<file path="src/rtl/atm_flow_marker.sv">
module atm_flow_marker #(
  parameter int N_CONN    = 16,
  parameter int OVH_BYTES = 4,
  parameter int CI_BIT    = 6,
  parameter int NI_BIT    = 5,
  localparam int CONN_W   = $clog2(N_CONN),
  localparam int OVH_W    = OVH_BYTES * 8,
  localparam int BSEL_W   = $clog2(OVH_BYTES)
) (
  input  logic              clk,
  input  logic              rst_n,
  input  logic              cell_vld,
  input  logic              cell_egress,
  input  logic [1:0]        cell_type,
  input  logic [CONN_W-1:0] cell_conn,
  input  logic [31:0]       cell_hdr,
  input  logic [OVH_W-1:0]  cell_ovh,
  input  logic [7:0]        cell_rmb,
  input  logic              cfg_glb_ing_mark,
  input  logic              cfg_ovh_en,
  input  logic              cfg_ovh_sel_egr,
  input  logic              cfg_ctx_sel_ing,
  input  logic              cfg_glb_egr_mark,
  input  logic              cfg_efs_en,
  input  logic              cfg_brm_mark_en,
  input  logic              cfg_frm_mark_en,
  input  logic              cfg_efci_en,
  input  logic              cfg_set_ci,
  input  logic              cfg_set_ni,
  input  logic [BSEL_W-1:0] cfg_ifs_byte,
  input  logic [2:0]        cfg_ifs_bit,
  input  logic [BSEL_W-1:0] cfg_efs_byte,
  input  logic [2:0]        cfg_efs_bit,
  output logic              out_vld,
  output logic [31:0]       out_hdr,
  output logic [7:0]        out_rmb
);

  logic [N_CONN-1:0] ctx_q;

  logic ovh_ifs, ovh_efs;
  logic is_rm_pti, is_user;
  logic ifs_path, ctx_path, ing_status, egr_status;
  logic mark_brm, mark_frm, mark_rm, mark_efci;
  logic [7:0] rm_set;

  assign ovh_ifs = cell_ovh[{cfg_ifs_byte, cfg_ifs_bit}];
  assign ovh_efs = cell_ovh[{cfg_efs_byte, cfg_efs_bit}];

  assign is_rm_pti = (cell_hdr[3:1] == 3'b110);
  assign is_user   = (cell_type == 2'b00) && !cell_hdr[3];

  assign ifs_path   = ovh_ifs & cfg_ovh_en & cfg_ovh_sel_egr & cell_egress;
  assign ctx_path   = ctx_q[cell_conn] & cfg_ovh_en & cfg_ctx_sel_ing & !cell_egress;
  assign ing_status = cfg_glb_ing_mark | ifs_path | ctx_path;
  assign egr_status = cfg_glb_egr_mark | (ovh_efs & cfg_efs_en & cell_egress);

  assign mark_brm  = cell_egress  && cell_type == 2'b10 && cfg_brm_mark_en && ing_status;
  assign mark_frm  = !cell_egress && cell_type == 2'b01 && cfg_frm_mark_en && ing_status;
  assign mark_rm   = is_rm_pti && (mark_brm || mark_frm);
  assign mark_efci = is_user && cfg_efci_en &&
                     (cell_egress ? egr_status : ing_status);

  always_comb begin
    rm_set = '0;
    rm_set[CI_BIT] = cfg_set_ci;
    rm_set[NI_BIT] = cfg_set_ni;
  end

  always_ff @(posedge clk or negedge rst_n) begin
    if (!rst_n) begin
      ctx_q   <= '0;
      out_vld <= 1'b0;
      out_hdr <= '0;
      out_rmb <= '0;
    end else begin
      out_vld <= cell_vld;
      if (cell_vld) begin
        out_hdr <= cell_hdr | {29'd0, mark_efci, 2'b00};
        out_rmb <= cell_rmb | (mark_rm ? rm_set : 8'h00);
        if (cell_egress && cfg_ovh_en)
          ctx_q[cell_conn] <= ovh_ifs;
      end
    end
  end

endmodule

</file>
<file path="config.mk">
export PLATFORM = sky130hd
export DESIGN_NAME = atm_flow_marker
export DESIGN_NICKNAME = d
export VERILOG_FILES = /design/src/rtl/atm_flow_marker.sv
export SDC_FILE = /design/constraint.sdc
export NUM_CORES = 1
export LEC_CHECK = 0
export ABC_AREA = 1
export BUFFER_PORTS_ARGS = -buffer_cell sky130_fd_sc_hd__buf_2
export CAP_MARGIN = 20
export CORE_UTILIZATION = 35
export DETAILED_ROUTE_END_ITERATION = 10
export HOLD_SLACK_MARGIN = 0.08
export MAX_ROUTING_LAYER = met4
export PLACE_DENSITY = 0.72
export SYNTH_ARGS = -nofsm -noshare
export SYNTH_HDL_FRONTEND = slang
export SYNTH_SLANG_ARGS = --single-unit
</file>
<file path="constraint.sdc">
create_clock -name clk -period 2.15 [get_ports clk]
set_clock_uncertainty 0.15 [all_clocks]
set_input_delay 0.1075 -clock clk [delete_from_list [all_inputs] [get_ports clk]]
set_output_delay 0.1075 -clock clk [all_outputs]
set_load 0.01 [all_outputs]
</file>
==> qor.csv <==
stage,metric,value,unit
final_layout,Layout area overhead,44.8,%
power,Reg power frac,42.2,%
global_routing,first-pass GRT wire length,17100,um
sta,min cycle time layout,1.73,ns
global_routing,largest net degree at the start of global routing,58,
clock_tree,Root Driver,clkbuf_8,
clock_tree,Worst-path clk slew,0.07,ns
final_layout,layout cell share with drive strength beyond 1,30.8,%
drt,Final ANT Viol Nets,0,
sta,worst-margin pin slew,0.471,ns
critical_path,CP Max Fanout,2,
logic_synthesis,sequential share of the synthesized area,44.0,%
hold_path,Hold Path End,out_rmb[5]$_DFFE_PN0P_,
drt,Post-Route WL,10500,um
logic_synthesis,post-synth top area cell,dfrtp_1,
sta,Post-Route Setup TNS,0,ns
critical_path,crit start category,register,
final_layout,most frequent cells in the layout,"236 x nand2_1, 143 x buf_2, 57 x dfrtp_1, 50 x nand3_1, 43 x dlygate4sd3_1",
logic_synthesis,distinct cell type count after synthesis,26,
sta,Slew Limit Headroom,68.4,%
global_routing,GRT Util Overall,23.3,%
drt,DRT Pass-1 Iters,8,
power,NetSw,921,uW
placed_design,input/output buffers,143,
floorplan,Starting Density,36.7,%
final_layout,NumNets Final,747,
floorplan,std cell rows,34,
power,clock group share of total power,33.7,%
critical_path,Worst R2R Path Depth,13,
critical_path,critical path arrival,1.80,ns
logic_synthesis,Yosys reg bits,57,
sta,# setup viols final,0,
drt,Avg Vias per Cell,5.04,
placed_design,Detailed Place HPWL,7220,um
logic_synthesis,Syn. warnings,0,
sta,Final Cycle Share,80.3,%
power,switching share of power,30.6,%
clock_tree,CTS tree,yes,
critical_path,Worst EP required,2.23,ns
flow_run,MaxCap Viol Count,0,
hold_path,hold path cells,5,
critical_path,critical path class,reg2reg,
sta,Slew Limit Fails,0,
logic_synthesis,Mean Syn Cell Area,7.11,sq um
clock_tree,CTS sink count,57,
final_layout,"most common cell after layout, fill and taps aside",nand2_1,
floorplan,Die Y,98.3,um
power,Pint,2.09,mW
critical_path,Worst Setup End Kind,register,
placed_design,gpl congestion,0.988,
power,Peak supply drop,0.000386,V
clock_tree,CTS buffer count,9,
power,static leakage,2.59,nW
clock_tree,CTS Buffer Depth,2,
hold_path,hold crit path type,in2reg,
floorplan,die footprint,9660,sq um
drt,DR iter-0 viols,254,
hold_path,hold path start,cfg_glb_ing_mark,
power,logic gate share of total power,24.1,%
drt,drc violations,6,
critical_path,worst reg2reg path endpoint,out_hdr[2]$_DFFE_PN0P_,
logic_synthesis,cells after synthesis,456,
floorplan,Die X,98.3,um
drt,Avg WL per Cell,13.8,um
global_routing,total gr overflow,0,
sta,RSZ-0062 raised after global routing,no,
clock_tree,worst skew pair latency,0.34,ns
logic_synthesis,Synth Cell Area,3240,sq um
status,failing checks,design-rule violations,
floorplan,Ports,144,
sta,fmax,579,MHz
final_layout,final std cells w/o fill,758,
power,Cell Pwr Density,640,nW/um^2
placed_design,dpl cells,696,
clock_tree,H-tree levels,3,
logic_synthesis,share of the synthesized area in the top cell type,44.0,%
floorplan,core area,8850,sq um
global_routing,initial antenna violation count,0,
logic_synthesis,synthesized net count,559,
global_routing,number of global-route vias before repair,3670,
critical_path,"reg-to-reg slack, setup",0.42,ns
drt,Via Count,3819,
critical_path,FF-to-FF Start,ctx_q[1]$_DFFE_PN0P_,
logic_synthesis,Area contributors post-synth,"dfrtp_1 44%, nand2_1 27%, nand3_1 7.9%",
sta,Fin. Hold Viols,0,
status,status,"complete, but fails checks",
-- through the flow --
stage	total power [mW]	setup WS (ns)	hold WS, ns	cell area (sq um)	util [%]
after global routing	3.19	0.261	0.0944	4690	53.1
after global placement	1.92	0.511	-0.0184	4030	45.6
after detailed placement	1.93	0.501	-0.0166	4030	45.6
final	3.01	0.423	0.0799	4700	53.1
after CTS	3.03	0.0373	0.0844	4700	53.1
after floorplan	1.65	0.782	-0.338	3240	-
-- state kept, by name, summed over array words and instances, names as in the netlist --
signal	count
out_vld	1
out_rmb	8
ctx_q	16
out_hdr	32
-- worst max-delay path by stage --
stage / start / slack (ns) / end
after global placement: cell_conn[0] / 0.51 / out_hdr[2]$_DFFE_PN0P_
after detailed placement: cell_conn[0] / 0.50 / out_hdr[2]$_DFFE_PN0P_
after floorplan: ctx_q[3]$_DFFE_PN0P_ / 0.78 / out_hdr[2]$_DFFE_PN0P_
after CTS: ctx_q[1]$_DFFE_PN0P_ / 0.04 / out_hdr[2]$_DFFE_PN0P_
final: ctx_q[1]$_DFFE_PN0P_ / 0.42 / out_hdr[2]$_DFFE_PN0P_
after global routing: ctx_q[3]$_DFFE_PN0P_ / 0.26 / out_hdr[2]$_DFFE_PN0P_
-- Yosys cell counts --
cell type    n
clkinv_1     1
nand4_1      1
o21ai_0      3
nor2_1      12
nand3_1     51
inv_8        1
a21oi_1     15
buf_12       1
buf_6        4
nand2_2      9
clkinv_2     1
nor2_2       2
nand2_1    236
clkbuf_1     8
nand3b_1     1
inv_1       14
inv_2        3
nand3_2      7
a21oi_2      3
dfrtp_1     57
buf_2        2
nor3_2       4
a31oi_1     15
nor3_1       1
nand2_4      1
buf_4        3
-- power by group through the flow --
stage | sequential [mW] | combinational, mW | clock, mW
6_report | 1.27 | 0.724 | 1.01
5_1_grt | 1.29 | 0.806 | 1.09
4_1_cts | 1.27 | 0.712 | 1.05
3_5_place_dp | 1.28 | 0.650 | 0
3_3_place_gp | 1.28 | 0.634 | 0
2_1_floorplan | 1.31 | 0.341 | 0
-- metal layers --
metal	wire [um]	vias to the layer above	track usage [%]
li1	-	1835	-
met1	4020	1745	25.6
met2	5290	185	38.5
met3	668	54	6.59
met4	503	0	12.1
met5	0	-	-
-- logic make-up after synthesis --
| group | synth area share (%) |
|---|---|
| AND/OR/NAND/NOR | 43.0 |
| flip-flops | 44.0 |
| buffers and inverters | 6.52 |
| AO/OA/AOI/OAI | 6.48 |
-- cell type report --
cell class / instances / area (sq um)
Timing Repair Buffer: 195 / 1230
Inverter: 20 / 83.8
Fill cell: 839 / 4150
Antenna cell: 1 / 2.50
Sequential cell: 57 / 1430
Multi-Input combinational cell: 361 / 1610
Tap cell: 108 / 135
Clock buffer: 10 / 138
Clock inverter: 6 / 67.6
-- worst max-delay path, stage by stage (launching register included) --
cell and delay, ns:
dfrtp_1 0.39, nand2_1 0.07, nand2_1 0.06, nand2_1 0.06
nand2_1 0.05, nand2_1 0.05, nand2_1 0.05, nor2_1 0.10
nor2_1 0.05, nor2_2 0.13, nand3_2 0.10, nand3_2 0.07
a21oi_2 0.04, dlymetal6s4s_1 0.24
-- timing repair --
item,CTS,global route
endpoints found under the setup margin,0,3
hold endpoints to repair,97,0
setup buffers,0,1
hold buffers,46,0
gates resized for setup,0,3
Power figures use the tool's default switching activity.
